--- src/rtl/i2c_eeprom_target.sv ---
module i2c_eeprom_target #(
  parameter int MEM_BYTES    = 256,
  parameter int PAGE_BYTES   = 8,
  parameter int WRITE_CYCLES = 1000,
  parameter logic [3:0] TYPE_ID = 4'b1010
) (
  input  logic clk,
  input  logic rst_n,
  input  logic scl_i,
  input  logic sda_i,
  input  logic wr_inhibit_i,
  output logic sda_pull_o,
  output logic busy_o
);
  localparam int AW   = $clog2(MEM_BYTES);
  localparam int COLW = $clog2(PAGE_BYTES);
  localparam int ROWW = AW - COLW;
  localparam int CW   = $clog2(WRITE_CYCLES + 1);

  typedef enum logic [2:0] {
    ST_IDLE = 3'd0, ST_DEV = 3'd1, ST_ADDR = 3'd2, ST_WDATA = 3'd3,
    ST_ACK = 3'd4, ST_RDATA = 3'd5, ST_SKIP = 3'd6
  } state_t;

  state_t              state, after_ack;
  logic                scl_q, sda_q;
  logic [3:0]          bitcnt;
  logic [7:0]          shreg;
  logic [AW-1:0]       ptr;
  logic [ROWW-1:0]     row;
  logic [COLW-1:0]     col;
  logic [7:0]          pbuf [PAGE_BYTES];
  logic [PAGE_BYTES-1:0] pmask;
  logic [7:0]          mem [MEM_BYTES];
  logic [CW-1:0]       busy_cnt;
  logic                rd_ack;

  wire scl_rise = scl_i & ~scl_q;
  wire scl_fall = ~scl_i & scl_q;
  wire start_c  = scl_i & scl_q & sda_q & ~sda_i;
  wire stop_c   = scl_i & scl_q & ~sda_q & sda_i;
  wire commit   = stop_c & (|pmask) & ~wr_inhibit_i;

  assign busy_o     = (busy_cnt != '0);
  assign sda_pull_o = (state == ST_ACK) |
                      ((state == ST_RDATA) && (bitcnt < 4'd8) && !shreg[7]);

  always_ff @(posedge clk or negedge rst_n) begin
    if (!rst_n) begin
      for (int i = 0; i < MEM_BYTES; i++) mem[i] <= 8'h00;
    end else if (commit) begin
      for (int i = 0; i < PAGE_BYTES; i++)
        if (pmask[i]) mem[{row, COLW'(i)}] <= pbuf[i];
    end
  end

  always_ff @(posedge clk or negedge rst_n) begin
    if (!rst_n) begin
      scl_q     <= 1'b1;
      sda_q     <= 1'b1;
      state     <= ST_IDLE;
      after_ack <= ST_IDLE;
      bitcnt    <= '0;
      shreg     <= '0;
      ptr       <= '0;
      row       <= '0;
      col       <= '0;
      pmask     <= '0;
      busy_cnt  <= '0;
      rd_ack    <= 1'b0;
      for (int i = 0; i < PAGE_BYTES; i++) pbuf[i] <= 8'h00;
    end else begin
      scl_q <= scl_i;
      sda_q <= sda_i;
      if (commit)        busy_cnt <= CW'(WRITE_CYCLES);
      else if (busy_o)   busy_cnt <= busy_cnt - 1'b1;

      if (start_c) begin
        state  <= ST_DEV;
        bitcnt <= '0;
        pmask  <= '0;
      end else if (stop_c) begin
        state <= ST_IDLE;
        pmask <= '0;
        if (|pmask) ptr <= {row, col};
      end else begin
        case (state)
          ST_DEV, ST_ADDR, ST_WDATA: begin
            if (scl_rise && bitcnt < 4'd8) begin
              shreg  <= {shreg[6:0], sda_i};
              bitcnt <= bitcnt + 4'd1;
            end else if (scl_fall && bitcnt == 4'd8) begin
              bitcnt <= '0;
              case (state)
                ST_DEV: begin
                  if (shreg[7:4] == TYPE_ID && !busy_o) begin
                    state     <= ST_ACK;
                    after_ack <= shreg[0] ? ST_RDATA : ST_ADDR;
                  end else begin
                    state <= ST_SKIP;
                  end
                end
                ST_ADDR: begin
                  ptr       <= shreg[AW-1:0];
                  row       <= shreg[AW-1:COLW];
                  col       <= shreg[COLW-1:0];
                  state     <= ST_ACK;
                  after_ack <= ST_WDATA;
                end
                default: begin
                  pbuf[col]  <= shreg;
                  pmask[col] <= 1'b1;
                  col        <= col + 1'b1;
                  state      <= ST_ACK;
                  after_ack  <= ST_WDATA;
                end
              endcase
            end
          end
          ST_ACK: begin
            if (scl_fall) begin
              state  <= after_ack;
              bitcnt <= '0;
              if (after_ack == ST_RDATA) begin
                shreg <= mem[ptr];
                ptr   <= ptr + 1'b1;
              end
            end
          end
          ST_RDATA: begin
            if (scl_rise && bitcnt == 4'd8) rd_ack <= ~sda_i;
            if (scl_fall) begin
              if (bitcnt < 4'd8) begin
                bitcnt <= bitcnt + 4'd1;
                shreg  <= {shreg[6:0], 1'b1};
              end else if (rd_ack) begin
                bitcnt <= '0;
                shreg  <= mem[ptr];
                ptr    <= ptr + 1'b1;
              end else begin
                state <= ST_SKIP;
              end
            end
          end
          default: ;
        endcase
      end
    end
  end
endmodule


--- config.mk ---
export PLATFORM = sky130hd
export DESIGN_NAME = i2c_eeprom_target
export DESIGN_NICKNAME = d
export VERILOG_FILES = /design/src/rtl/i2c_eeprom_target.sv
export SDC_FILE = /design/constraint.sdc
export NUM_CORES = 2
export LEC_CHECK = 0
export BUFFER_PORTS_ARGS = -buffer_cell sky130_fd_sc_hd__buf_2
export CORE_ASPECT_RATIO = 0.9
export CORE_MARGIN = 10
export CORE_UTILIZATION = 60
export CTS_BUF_LIST = sky130_fd_sc_hd__clkbuf_4 sky130_fd_sc_hd__clkbuf_8
export DETAILED_ROUTE_END_ITERATION = 16
export PLACE_DENSITY = 0.84
export SKIP_LAST_GASP = 1
export SYNTH_ARGS = -nofsm -noshare
export SYNTH_HDL_FRONTEND = slang
export SYNTH_SLANG_ARGS = --single-unit
--- constraint.sdc ---
create_clock -name clk -period 3.3 [get_ports clk]
set_input_delay 0.165 -clock clk [delete_from_list [all_inputs] [get_ports clk]]
set_output_delay 0.165 -clock clk [all_outputs]
set_load 0.02 [all_outputs]
==> results.toml <==
[yosys]
synth_cell_types = 72
synth_flop_cell = "dfrtp_1"
synthTopCellsByCount = "2165 x dfrtp_1, 2129 x mux2_2, 514 x mux4_2, 292 x clkbuf_1, 214 x nand2_1"
netlist_area_um2 = 99200
synthArstFlopShare_pct = 100
synth.avg_cell_area_um2 = 15.5
synth_area_leader_cell = "dfrtp_1"
synth_edf_count = 0
yosysTopAreaCellShare_pct = 54.6
synthCells = 6398
synth-seq-area-share_pct = 54.7
yosysMostFrequentCell = "dfrtp_1"
yosys-top-cells-area = "dfrtp_1 55%, mux2_2 24%, mux4_2 12%, mux2i_1 1.5%, clkbuf_1 1.1%"
ys_warn_count = 0
synth-seq-cells = 2167
synth_fp_nets = 6410

[critical_path]
rr_worst_depth = 11
reg2reg_slack_ns = -0.1
rr_startpoint = "ptr[0]"
worst_setup_path_start_kind = "flop"
critPathCaptureType = "flop"
arrival_ns = 4.36
cp_max_fo = 7
r2r-end = "shreg[4]"
required_ns = 4.26
critPathKind = "reg2reg"

[routing]
totalWireLength_mm = 344
dr.first_iter.drc_count = 10600
via_per_inst = 7.28
vias = 67700
wl_per_cell_um = 37.0
final_antenna_net_count = 0
drc = 0
drt_first_pass_iters = 7

[timing]
hold_ws_ns = 0.0580
finalHoldViolCount = 0
setup-violations-final = 7
clock_skew_ns = 0.0773
slew_headroom_pct = 4.73
fin_ws_ns = -0.0971
tns_ns = -0.279
period_share_pct = 103
max_clock_freq_mhz = 294
finalMaxSlewViolations = 0
tightest_slew_ns = 1.43
finalCriticalPeriod_ns = 3.40
rsz0062_at_grt = "true"

[power]
leakagePower_nw = 53.4
power.density_nw_per_um2 = 590
ir_drop_mv = 0.540
report.power.total_mw = 66.5

[grt]
grt_pass1_vias = 68900
grt_max_degree = 133
track_usage_pct = 37.3
grt_antenna_before_repair = 56
overflow = 0
grt_pass1_wl_mm = 493

[min_path]
hold_depth = 4
hold_path.startpoint = "sda_i"
holdPathEnd = "state[0]"
min_path_type = "in2reg"

[place]
place_congestion = 1.01
place_ws_ns = -0.522
io_buffers = 6
hpwl_mm = 215
dpl_cell_area_um2 = 104000
dp_cells = 8610

[floorplan]
core-area_um2 = 164000
initial_core_util_pct = 60.4
core.rowCount = 141
io_pins = 7
die_x_um = 449
dieArea_um2 = 182000
die_h_um = 406

[clocking]
htreeDepth = 5
clock_path_buffers = 4
insertion_delay_ns = 1.12
clk_pin_slew_ns = 0.06
clock-sinks = 2167
cts-root-buf = "clkbuf_8"
cts_buffers = 350
tritoncts = "built"

[layout]
synthToLayoutAreaGrowth_pct = 13.7
final_util_pct = 68.6
post-route-cell-area_um2 = 113000
drive_gt1_share_pct = 56.8
instances_no_fill = 9297
nNetsFinal = 6809

[job]
cap_violations = 0

[status]
violations = "negative setup slack"
status = "finished, violations left"
-- repair_timing --
action                                  CTS  global route
pin swaps                                10             9
cloned                                    3             5
setup endpoints to repair                 8            31
resized for setup                        23            34
hold buffers                              7             0
setup buffers                             9            30
endpoints found under the hold margin  1890             0
-- where the power goes --
| group | internal (mW) | switching (mW) |
|---|---|---|
| Sequential | 26.7 | 0.395 |
| Clock | 13.6 | 11.0 |
| Combinational | 5.99 | 8.89 |
| Total | 46.2 | 20.3 |
-- per-layer routing --
metal	routed length, um	up-vias	GRT usage [%]
li1	-	24800	-
met1	117000	35100	47.0
met2	144000	5998	52.3
met3	54900	1715	16.4
met4	27300	28	24.6
met5	208	-	0
-- placed cells by master, fill, tap and decap left out, types with 100 or more instances in the layout --
| cell type | synthesis | layout |
|---|---|---|
| buf_4 | 30 | 379 |
| clkbuf_4 | 0 | 104 |
| clkbuf_8 | 0 | 449 |
| dfrtp_1 | 2165 | 2095 |
| mux2_2 | 2129 | 2129 |
| mux2i_1 | 152 | 149 |
| mux4_2 | 514 | 514 |
| nand2_1 | 214 | 207 |
| nor2_1 | 105 | 100 |
| nor2_2 | 99 | 103 |
-- worst max path at each step --
stage            from        to  slack, ns
3_3_place_gp   ptr[0]  shreg[1]      -0.54
4_1_cts        ptr[0]  shreg[1]      -0.07
2_1_floorplan  ptr[1]  shreg[1]       0.59
3_5_place_dp   ptr[0]  shreg[1]      -0.52
5_1_grt        ptr[0]  shreg[5]      -0.07
6_report       ptr[0]  shreg[4]       -0.1
-- layout make-up --
cell class,count,area [um^2]
clock inverters,44,325
diodes,39,97.6
multi-input cells,3759,42900
fillers,10500,51500
repair buffers,503,5270
inverters,16,60.1
clock buffers,553,6960
well taps,2216,2770
flip-flops and latches,2167,54400
-- sequential cells by signal (all words and copies together), names as in the netlist --
| signal | count |
|---|---|
| col | 3 |
| pmask | 8 |
| mem | 2048 |
| shreg | 8 |
| bitcnt | 4 |
| ptr | 8 |
| pbuf | 64 |
| busy_cnt | 10 |
| state | 3 |
| scl_q | 1 |
| sda_q | 1 |
| row | 5 |
| rd_ack | 1 |
| after_ack | 3 |
-- critical path, cell delays in order (launching register included) --
cell,delay [ns]
dfrtp_4,0.50
buf_12,0.17
buf_4,0.16
clkbuf_16,0.16
buf_4,0.14
mux4_2,0.48
mux4_2,0.55
o21ai_0,0.21
a21oi_1,0.09
nor4_1,0.49
or3_4,0.21
a31oi_1,0.07
-- cell families after synthesis --
logic type	after synthesis	synth area share [%]
AO/OA/AOI/OAI	333	2.25
XOR/XNOR	13	0.115
adder cells (fa/ha/maj)	7	0.0883
buffers and inverters	472	2.31
flip-flops	2167	54.7
multiplexers	2796	37.4
AND/OR/NAND/NOR	610	3.17
(Power assumes the default switching activity.)
